[src/rtl/wake_agg_pkg.sv]
package wake_agg_pkg;
  localparam int DATA_W  = 8;
  localparam int NUM_GRP = 2;
  localparam int ADDR_W  = 2;

  typedef enum logic [ADDR_W-1:0] {
    ADDR_GP_EN  = 2'd0,
    ADDR_AUX_EN = 2'd1,
    ADDR_RSV_A  = 2'd2,
    ADDR_RSV_B  = 2'd3
  } reg_addr_e;

  // Bits of each group that software may write; group 1 bit 0 is reserved.
  function automatic logic [DATA_W-1:0] grp_wmask(input int grp);
    logic [DATA_W-1:0] m;
    m = '1;
    if (grp == 1) m[0] = 1'b0;
    return m;
  endfunction
endpackage

[src/rtl/wake_rst_sync.sv]
module wake_rst_sync (
  input  logic clk,
  input  logic arst_n,
  output logic srst_n
);
  logic stage_q;

  always_ff @(posedge clk or negedge arst_n) begin
    if (!arst_n) begin
      stage_q <= 1'b0;
      srst_n  <= 1'b0;
    end else begin
      stage_q <= 1'b1;
      srst_n  <= stage_q;
    end
  end
endmodule

[src/rtl/wake_en_reg.sv]
module wake_en_reg #(
  parameter int              W     = 8,
  parameter logic [W-1:0]    WMASK = '1
) (
  input  logic         clk,
  input  logic         rst_n,
  input  logic         wr_en,
  input  logic [W-1:0] wdata,
  output logic [W-1:0] en_q
);
  logic [W-1:0] en_d;

  always_comb begin
    en_d = en_q;
    if (wr_en) en_d = wdata & WMASK;
  end

  always_ff @(posedge clk or negedge rst_n) begin
    if (!rst_n) en_q <= '0;
    else if (wr_en) en_q <= en_d;
  end
endmodule

[src/rtl/wake_gate.sv]
module wake_gate #(
  parameter int N = 16
) (
  input  logic [N-1:0] en,
  input  logic [N-1:0] status,
  input  logic         glob_en,
  output logic         wake_n
);
  logic [N-1:0] armed;

  always_comb begin
    armed  = en & status;
    wake_n = ~(glob_en & (|armed));
  end
endmodule

[src/rtl/wake_rd_port.sv]
module wake_rd_port #(
  parameter int W = 8
) (
  input  logic         clk,
  input  logic         rst_n,
  input  logic         sw_clr,
  input  logic         rd_en,
  input  logic [W-1:0] sel_data,
  output logic [W-1:0] rdata
);
  logic [W-1:0] rdata_d;
  logic         load;

  always_comb begin
    load    = sw_clr | rd_en;
    rdata_d = sw_clr ? '0 : sel_data;
  end

  always_ff @(posedge clk or negedge rst_n) begin
    if (!rst_n) rdata <= '0;
    else if (load) rdata <= rdata_d;
  end
endmodule

[src/rtl/wake_aggregator.sv]
module wake_aggregator
  import wake_agg_pkg::*;
#(
  parameter int W = DATA_W,
  parameter int G = NUM_GRP
) (
  input  logic              clk,
  input  logic              stby_rst_n,
  input  logic              main_rst_n,
  input  logic              sw_rst,
  input  logic [ADDR_W-1:0] reg_addr,
  input  logic              reg_wr,
  input  logic              reg_rd,
  input  logic [W-1:0]      reg_wdata,
  output logic [W-1:0]      reg_rdata,
  input  logic [W-1:0]      gp_status,
  input  logic [W-1:0]      aux_status,
  input  logic              glob_en,
  output logic              wake_n
);
  localparam int N = W * G;

  logic         stby_sync_n;
  logic         main_sync_n;
  logic [N-1:0] en_all;
  logic [N-1:0] st_all;
  logic [W-1:0] rd_sel;

  wake_rst_sync u_stby_sync (.clk(clk), .arst_n(stby_rst_n), .srst_n(stby_sync_n));
  wake_rst_sync u_main_sync (.clk(clk), .arst_n(main_rst_n), .srst_n(main_sync_n));

  for (genvar g = 0; g < G; g++) begin : g_grp
    logic grp_wr;
    assign grp_wr = reg_wr && (reg_addr == ADDR_W'(g));
    wake_en_reg #(.W(W), .WMASK(grp_wmask(g))) u_en (
      .clk   (clk),
      .rst_n (stby_sync_n),
      .wr_en (grp_wr),
      .wdata (reg_wdata),
      .en_q  (en_all[g*W +: W])
    );
  end

  assign st_all = {aux_status, gp_status};

  always_comb begin
    rd_sel = '0;
    for (int g = 0; g < G; g++)
      if (reg_addr == ADDR_W'(g)) rd_sel = en_all[g*W +: W];
  end

  wake_rd_port #(.W(W)) u_rd (
    .clk      (clk),
    .rst_n    (main_sync_n),
    .sw_clr   (sw_rst),
    .rd_en    (reg_rd),
    .sel_data (rd_sel),
    .rdata    (reg_rdata)
  );

  wake_gate #(.N(N)) u_gate (
    .en      (en_all),
    .status  (st_all),
    .glob_en (glob_en),
    .wake_n  (wake_n)
  );
endmodule

[config.mk]
export PLATFORM = sky130hd
export DESIGN_NAME = wake_aggregator
export DESIGN_NICKNAME = d
export VERILOG_FILES = /design/src/rtl/wake_agg_pkg.sv /design/src/rtl/wake_rst_sync.sv /design/src/rtl/wake_en_reg.sv /design/src/rtl/wake_gate.sv /design/src/rtl/wake_rd_port.sv /design/src/rtl/wake_aggregator.sv
export SDC_FILE = /design/constraint.sdc
export NUM_CORES = 1
export LEC_CHECK = 0
export BUFFER_PORTS_ARGS = -buffer_cell sky130_fd_sc_hd__buf_4
export CORE_ASPECT_RATIO = 1.75
export CORE_UTILIZATION = 47
export DETAILED_ROUTE_END_ITERATION = 6
export PLACE_DENSITY_LB_ADDON = 0.25
export SYNTH_ARGS = -nofsm -noshare
export SYNTH_HDL_FRONTEND = slang
export SYNTH_SLANG_ARGS = --single-unit
[constraint.sdc]
create_clock -name clk -period 1.6 [get_ports clk]
set_clock_uncertainty 0.2 [all_clocks]
set_input_delay 0.16 -clock clk [delete_from_list [all_inputs] [get_ports clk]]
set_output_delay 0.16 -clock clk [all_outputs]
set_load 0.1 [all_outputs]
# Word level (Yosys, flattened, before mapping)

Cells that the tools add are included.

Eq/ne operators: 1
Mux-type cells: 3
Bitwise logic cells: 4
Reduce and logical (&&, ||, !) cells: 4

Operators with widths:

| kind                                                             | count |
|---|---|
| 8-bit two-way mux                                                | 3 |
| 16-bit AND                                                       | 1 |
| 16-bit OR reduction                                              | 1 |
| 2-bit by 1-bit == test with 1-bit output (second input constant) | 1 |
| 1-bit logical AND                                                | 2 |
| 2-bit zero test                                                  | 1 |
| 1-bit AND                                                        | 1 |
| 1-bit NOT                                                        | 1 |
| 1-bit OR                                                         | 1 |

Bits in registers: 27
Bits of input ports: 33

# Depth between registers and ports, before layout

Gate-level depths: netlist of the first run.

Word-level depth: 4
Depth in mapped cells: 4
Gate-level depth less buffers: 3

# By module

Synthesis of the first run repeated with hierarchy kept, for this count alone.

Cells, all modules: 97
Area total of the unflattened synthesis: 1306.3 µm²

By module, submodules not included:

| module                      | times used | cells each | area each (µm²) | sequential area each (µm²) |
|---|---|---|---|---|
| wake_en_reg (g_grp[0].u_en) | 1          | 17         | 331.6           | 200.2 |
| wake_rd_port                | 1          | 26         | 325.3           | 200.2 |
| wake_en_reg (g_grp[1].u_en) | 1          | 17         | 302.8           | 175.2 |
| wake_aggregator             | 1          | 20         | 146.4           | 0.0 |
| wake_rst_sync               | 2          | 3          | 53.8            | 50.0 |
| wake_gate                   | 1          | 11         | 92.6            | 0.0 |

# Worst setup path after synthesis of the first run

No wires, ideal clock.

Path type: register -> output
Start point: register g_grp[0].u_en.en_q[5]
End point: output port wake_n
Arrival time: 2.888 ns
Required time: 1.240 ns
Slack: -1.648 ns
Stages on the path, launching flop included: 4
Cell sequence: dfrtp_1 > a222oi_1 > nand3_1 > o21ai_0

Longest elaborated chain between the ends: 4

RTL lines:

| item                     | RTL line              | text |
|---|---|---|
| start: declaration       | wake_en_reg.sv:9      | `output logic [W-1:0] en_q` |
| start signal: assignment | wake_en_reg.sv:20     | `else if (wr_en) en_q <= en_d;` |
| 16-bit AND               | wake_gate.sv:12       | `armed = en & status;` |
| 16-bit OR reduction      | wake_gate.sv:13       | `wake_n = ~(glob_en & (\|armed));` |
| 1-bit AND                | wake_gate.sv:13       |  |
| 1-bit NOT                | wake_gate.sv:13       |  |
| end: declaration         | wake_aggregator.sv:19 | `output logic wake_n` |

Every way passes these cells.

# Worst setup path in the final report of the first run

Same ends and word-level chain as after synthesis.

==> results by group, run 1 <==
Timing
  • Fin crit period: around 1.8 ns
  • Max_slew headroom: between 60% and 70%
  • Setup Viol. Count Final: 1
  • TNS Setup: -0.242 ns
  • Final Hold Viols: 0
  • Tcrit/Tclk final: 115%
  • Slew Limit Fails: 0
  • Setup repair after global routing missed its margin: true
  • Fmax: about 540 MHz
  • Slew @ Worst Pin: between 0.5 and 0.6 ns
  • Worst setup margin: -0.242 ns

GRT
  • Vias in the first global route: 957
  • Antenna violations before repair: 0
  • Global-route wire length before repair: between 4000 and 5000 microns
  • Largest net degree at the start of global routing: 16
  • GRT Overall Usage: a little under a quarter
  • GRT overflow: 0

Worst setup path
  • Capture point of the worst reg-to-reg path: u_rd.rdata[0]
  • Element type at the critical path start: flop
  • FF-to-FF Start: u_rd.rdata[0]
  • Worst setup EP type: primary output
  • R2r setup slk: approximately 0.05 ns
  • End point of the critical path: wake_n
  • Worst-case reg-to-reg path depth: 4
  • WP data required: approximately 1.2 ns
  • Critical path type: flop to primary output
  • Crit-path max FO: 2
  • Worst EP arrival: roughly 1.5 ns
  • Launch point of the worst path: g_grp[0].u_en.en_q[5]

Power and ir drop
  • Clk pwr share: a little under a quarter
  • Sw Pwr: 0.496 mW
  • Peak supply drop: between 0.7 and 0.8 mV
  • Seq pwr share: around half
  • Switch share: between 20% and 30%
  • Comb pwr share: 27.9%
  • P_int: 1.19 mW
  • Pwr per Cell Area: ~970 nW/um^2
  • Leakage: roughly 0.84 nW

Placed design
  • Detail Placement HPWL: between 1500 and 2000 microns
  • Placed instance count: 157
  • RePlAce Congestion: around 0.80
  • Post-Place Setup Slack: -0.0469 ns
  • Port bufs: 40

Floorplanning
  • Die Y-Extent: approximately 67 microns
  • I/O Pins: between 40 and 50
  • Initial core utilization: about half
  • Placeable Area: between 2000 and 2500 sq um
  • Die width: 39.0 microns
  • Die area: 2600 sq um
  • Row cnt: 23

Run status
  • Failing checks: negative setup slack
  • Status: finished, violations left

Clock network
  • Worst-path clk slew: 0.09 ns
  • Htree depth: 1
  • CTS Buf Count: 3
  • CTS sink cnt: 27
  • CTS tree: built
  • Root buf cell: clkbuf_8
  • Setup bufs post-CTS: 0
  • Worst-skew pair later-pin latency: approximately 0.27 ns
  • Clock Path Buffers: 2

Finish
  • Final cell count without fillers: approximately 180
  • Antenna cells: 0
  • Area Growth Syn to Fin: 54.6%
  • Commonest non-fill, non-tap cell in the layout: buf_4
  • Commonest cells after routing, fill and taps aside: buf_4 (47), dfrtp_1 (27), mux2_2 (15)
  • Ratio of cells with drive above 1 in the final layout: roughly 48%
  • Final nets: ~180

Routing
  • ANT nets after route: 0
  • Vias: 900
  • Initial DRC count: 9
  • Vias per cell: 5.14
  • Final WL: between 2000 and 3000 microns
  • DR pass1 iterations: 4
  • WL per Instance: ~14 microns
  • Drc violations: 0

Yosys
  • Syn avg cell area: 13.6 sq um
  • Sequential area share after synthesis: 60.1%
  • Cell Area, Synth: 1120 sq um
  • Ys Warns: 0
  • Cells after synthesis: between 80 and 90
  • Synthesis-stage register bit count: 27
  • Synth unique cells: 17

Hold path
  • Type of the most critical hold path: input port to asynchronous set/reset pin

Flow run
  • Max-cap viol count: 0
worst min-delay path by stage:
| stage | endpoint | slack, ns |
|---|---|---|
| 4_1_cts | u_main_sync.srst_n | 0.002 |
| 2_1_floorplan | u_main_sync.srst_n | -0.34 |
| 3_5_place_dp | u_stby_sync.srst_n | -0.26 |
| 3_3_place_gp | u_main_sync.stage_q | -0.26 |
| 5_1_grt | u_main_sync.stage_q | 0.002 |
| 6_report | u_main_sync.stage_q | 0.004 |
synthesized netlist by cell type:
| cell | number | area, sq um |
|---|---|---|
| a222oi_1 | 1 | 10.0 |
| a22oi_1 | 6 | 45.0 |
| a31oi_1 | 1 | 6.26 |
| buf_6 | 1 | 11.3 |
| conb_1 | 1 | 3.75 |
| dfrtp_1 | 27 | 676 |
| mux2_2 | 15 | 169 |
| mux2i_1 | 7 | 70.1 |
| nand2_1 | 7 | 26.3 |
| nand3_1 | 1 | 5.00 |
| nand3b_2 | 1 | 11.3 |
| nand4_1 | 1 | 6.26 |
| nor2_1 | 3 | 11.3 |
| nor2b_1 | 1 | 6.26 |
| nor3b_4 | 1 | 18.8 |
| o21ai_0 | 8 | 40.0 |
| or3b_2 | 1 | 8.76 |
per-stage QoR:
| stage | utilization (%) | hold slack (ns) | instance area (sq um) | power, mW |
|---|---|---|---|---|
| global placement | 67.7 | -0.258 | 1540 | 1.27 |
| global route | 76.5 | 0.00212 | 1740 | 1.76 |
| CTS | 76.5 | 0.00236 | 1740 | 1.69 |
| floorplan | - | -0.336 | 1140 | 1.09 |
| finish | 76.5 | 0.00354 | 1740 | 1.68 |
| detailed placement | 67.7 | -0.257 | 1540 | 1.28 |
layer usage:
layer  track usage (%)  part of all wire, %  vias to the layer above  routed length, microns
li1                  -                    -                      439                       -
met1              24.5                   39                      435                     985
met2              40.8                   57                       22                    1440
met3              3.33                  2.3                        4                      58
met4              10.3                  1.5                        0                      39
met5                 0                    0                        -                       0
worst max-delay path: stages, from the launching register on:
cell,delay (ns)
dfrtp_1,0.39
a222oi_1,0.30
nand3_1,0.16
o21ai_4,0.18
buf_12,0.19
power groups by stage:
stage	Combinational (mW)	Sequential [mW]	Clock, mW
5_1_grt	0.502	0.845	0.411
3_5_place_dp	0.431	0.851	0
3_3_place_gp	0.423	0.844	0
2_1_floorplan	0.163	0.923	0
4_1_cts	0.469	0.835	0.389
6_report	0.470	0.833	0.381
flip-flops by register name (all words and copies together) (netlist names):
register	cells
g_grp.u_en.en_q	15
u_rd.rdata	8
u_main_sync.srst_n	1
u_main_sync.stage_q	1
u_stby_sync.srst_n	1
u_stby_sync.stage_q	1
cell type report:
type | instances | area [sq um]
clock inverters | 1 | 5.00
clock buffers | 3 | 41.3
flip-flops and latches | 27 | 676
multi-input cells | 56 | 453
fillers | 157 | 534
well taps | 25 | 31.3
repair buffers | 63 | 533
timing repair:
action / 4_1_cts / 5_1_grt
hold endpoints to repair: 28 / 0
hold buffers: 14 / 0
resized for setup: 3 / 3
endpoints found under the setup margin: 1 / 3
pin swaps: 1 / 2
kinds of logic (layout without fill, tap and decap cells):
group	count (synthesis)	in the layout	synth area share [%]
compound gates	16	16	9.01
buf+inv	1	67	1.00
flops	27	27	60.1
mux	22	22	21.2
other cells	1	2	0.333
simple gates	16	16	8.34
(Power assumes the default switching activity.)
==> inputs of run 2 (changes only) <==
--- a/config.mk
+++ b/config.mk
@@ -7,5 +7,5 @@
 export LEC_CHECK = 0
 export BUFFER_PORTS_ARGS = -buffer_cell sky130_fd_sc_hd__buf_4
-export CORE_ASPECT_RATIO = 1.75
+export CORE_ASPECT_RATIO = 0.75
 export CORE_UTILIZATION = 47
 export DETAILED_ROUTE_END_ITERATION = 6
==> constraint.sdc (replaced) <==
create_clock -name clk -period 1.6 [get_ports clk]
set_clock_uncertainty 0.2 [all_clocks]
set_input_delay 0.32 -clock clk [delete_from_list [all_inputs] [get_ports clk]]
set_output_delay 0.32 -clock clk [all_outputs]
set_load 0.1 [all_outputs]
==> run 2 against run 1 <==
  * Non-clock buffer count fell by 2
  * Power fell by 3.4%
  * The flow still finishes with violations (negative setup slack)
  * Count of clock-buffer cells in the layout rose by 1
  * Critical endpoint unchanged
  * Sequential power fell by 1%
  * Final area fell by 3.7%
  * Register-to-register slack improved by 0.32 ns
  * Final cell count rose by 2.9%
  * Combinational power rose by 8.7%
  * Worst setup slack got worse by 0.28 ns
==> results by group, run 2 (same netlist as run 1, synthesis figures left out) <==
Run status
  • Status: finished, violations left
  • Failing checks: negative setup slack

Clock network
  • Clock Path Buffers: 2
  • Worst-path clk slew: around 0.13 ns
  • Root buf cell: clkbuf_4
  • Worst-skew pair later-pin latency: between 0.3 and 0.4 ns
  • CTS Buf Count: 3
  • Htree depth: 1
  • CTS sink cnt: 27
  • CTS tree: built

Finish
  • Ratio of cells with drive above 1 in the final layout: a little over half
  • Fill cell count: ~150
  • Antenna cells: 0
  • Most flop-heavy register: g_grp.u_en.en_q
  • Commonest non-fill, non-tap cell in the layout: buf_4
  • Area Growth Syn to Fin: 48.9%
  • Design Area, Final: 1680 sq um
  • Final nets: approximately 180
  • Max reg flops: 15
  • Multi-input logic area: 453 sq um
  • Regs by FF count: g_grp.u_en.en_q: 15 flops, u_rd.rdata: 8 flops
  • Commonest cells after routing, fill and taps aside: buf_4 (56), dfrtp_1 (27), mux2_2 (15)
  • Post-layout util: 79.0%
  • Seq. cell area: ~680 sq um

Routing
  • Vias per cell: ~5.0
  • ANT nets after route: 0
  • Drc violations: 0
  • Final WL: around 2500 microns
  • DR pass1 iterations: 4
  • WL per Instance: 14.1 microns
  • Vias: roughly 890
  • Initial DRC count: 27

Worst setup path
  • Worst setup EP type: primary output
  • Worst EP arrival: roughly 1.6 ns
  • Launch point of the worst path: g_grp[0].u_en.en_q[5]
  • CP top delay family: compound AO/OA/AOI/OAI gates
  • FF-to-FF Start: g_grp[0].u_en.en_q[5]
  • Element type at the critical path start: flop
  • Crit path largest cell delay: slightly above 0.4 ns
  • Crit-path max FO: 2
  • R2r setup slk: about 0.37 ns
  • Critical path type: flop to primary output
  • WP data required: approximately 1.1 ns
  • Crit path cell chain: a222oi_1 -> nand3_1 -> o21ai_4 -> buf_12
  • Slowest CP cell: dfrtp_1
  • Number of buffers and inverters on the critical path: 1

Floorplanning
  • Die width: slightly below 60 microns
  • Row cnt: 14
  • Placeable Area: roughly 2100 sq um
  • I/O Pins: 42
  • Die Y-Extent: roughly 44 microns
  • Die area: between 2000 and 3000 sq um
  • Initial core utilization: 53.1%

Timing
  • Fmax: roughly 470 MHz
  • Worst setup margin: -0.519 ns
  • Slew Limit Fails: 0
  • Slew @ Worst Pin: around 0.6 ns
  • Final Hold Viols: 0
  • Setup repair after global routing missed its margin: true
  • Setup Viol. Count Final: 1
  • Tcrit/Tclk final: 132%
  • Fin crit period: 2.12 ns
  • Max_slew headroom: about three fifths

GRT
  • GRT overflow: 0
  • GRT Overall Usage: a little under a quarter
  • Met1 GRT Util: 27.9%
  • Antenna violations before repair: 0
  • Largest net degree at the start of global routing: 16
  • Global-route wire length before repair: 4290 microns
  • Met2 Use GR: approximately 43%
  • GR peak layer: met2
  • GRT met3 Usage: under 10%
  • Vias in the first global route: 919

Placed design
  • Post-Place Setup Slack: -0.310 ns
  • Area of placed instances: about 1600 sq um
  • Port bufs: 40
  • RePlAce Congestion: between 0.7 and 0.8
  • Detail Placement HPWL: approximately 2000 microns

Hold path
  • Hold_sp: reg_wdata[0]
  • Type of the most critical hold path: input port to flop

Power and ir drop
  • Leakage: slightly above 0.8 nW
  • Peak supply drop: between 0.5 and 0.6 mV
  • Pwr per Cell Area: slightly below 1000 nW/um^2
  • Design Power: approximately 1.6 mW

Flow run
  • Max-cap viol count: 0
run 2: cell count changes in the layout (fill, tap and decap cells not counted), sizes merged:
| cell | change |
|---|---|
| dlygate4sd3 | -10 |
| buf | +8 |
| clkbuf | +1 |
| clkinv | -1 |
run 2: report_power, final:
part	total [mW]	switching (mW)	internal, mW
Sequential	0.825	0.0552	0.770
Combinational	0.511	0.245	0.266
Clock	0.291	0.193	0.0979
run 2: per-stage QoR:
step                      TNS (ns)  hold WS, ns  std cells
after floorplan             -0.320       -0.176         84
after global placement      -0.249      -0.0984        171
after detailed placement    -0.310      -0.0975        171
after CTS                   -0.550       0.0144        180
after global routing        -0.625      0.00646        180
final                       -0.519       0.0187        180
run 2: repair_timing:
| action | in CTS | in global routing |
|---|---|---|
| hold buffers | 4 | 0 |
| setup buffers | 1 | 0 |
| cloned | 0 | 0 |
| gates resized for setup | 3 | 0 |
| hold endpoints to repair | 13 | 0 |
| setup endpoints to repair | 1 | 1 |
| pin swaps | 2 | 0 |
run 2: routing by layer:
layer	wire (microns)	vias to the layer above
met5	0	-
met2	1350	22
met1	1060	433
met4	29	0
met3	104	5
li1	-	431
run 2: layout make-up:
class | instances | area share, %
tap | 32 | 2.39
multi-input combinational | 56 | 27.0
clock buffer | 4 | 1.57
timing repair buffer | 61 | 28.7
sequential | 27 | 40.3
run 2: worst paths after layout:
check,depth (start not counted),endpoint
hold reg to reg,0,g_grp[1].u_en.en_q[2]
setup reg to reg,3,g_grp[0].u_en.en_q[5]
max in group asynchronous,1,u_rd.rdata[3]
hold / removal,2,g_grp[0].u_en.en_q[0]
min in group asynchronous,0,g_grp[1].u_en.en_q[2]
setup / recovery,4,wake_n
run 2: worst register-to-register path, cell delays in order, from the launching register on:
cell and delay [ns]:
dfrtp_1 0.41, buf_4 0.14, buf_4 0.12, mux2_2 0.26
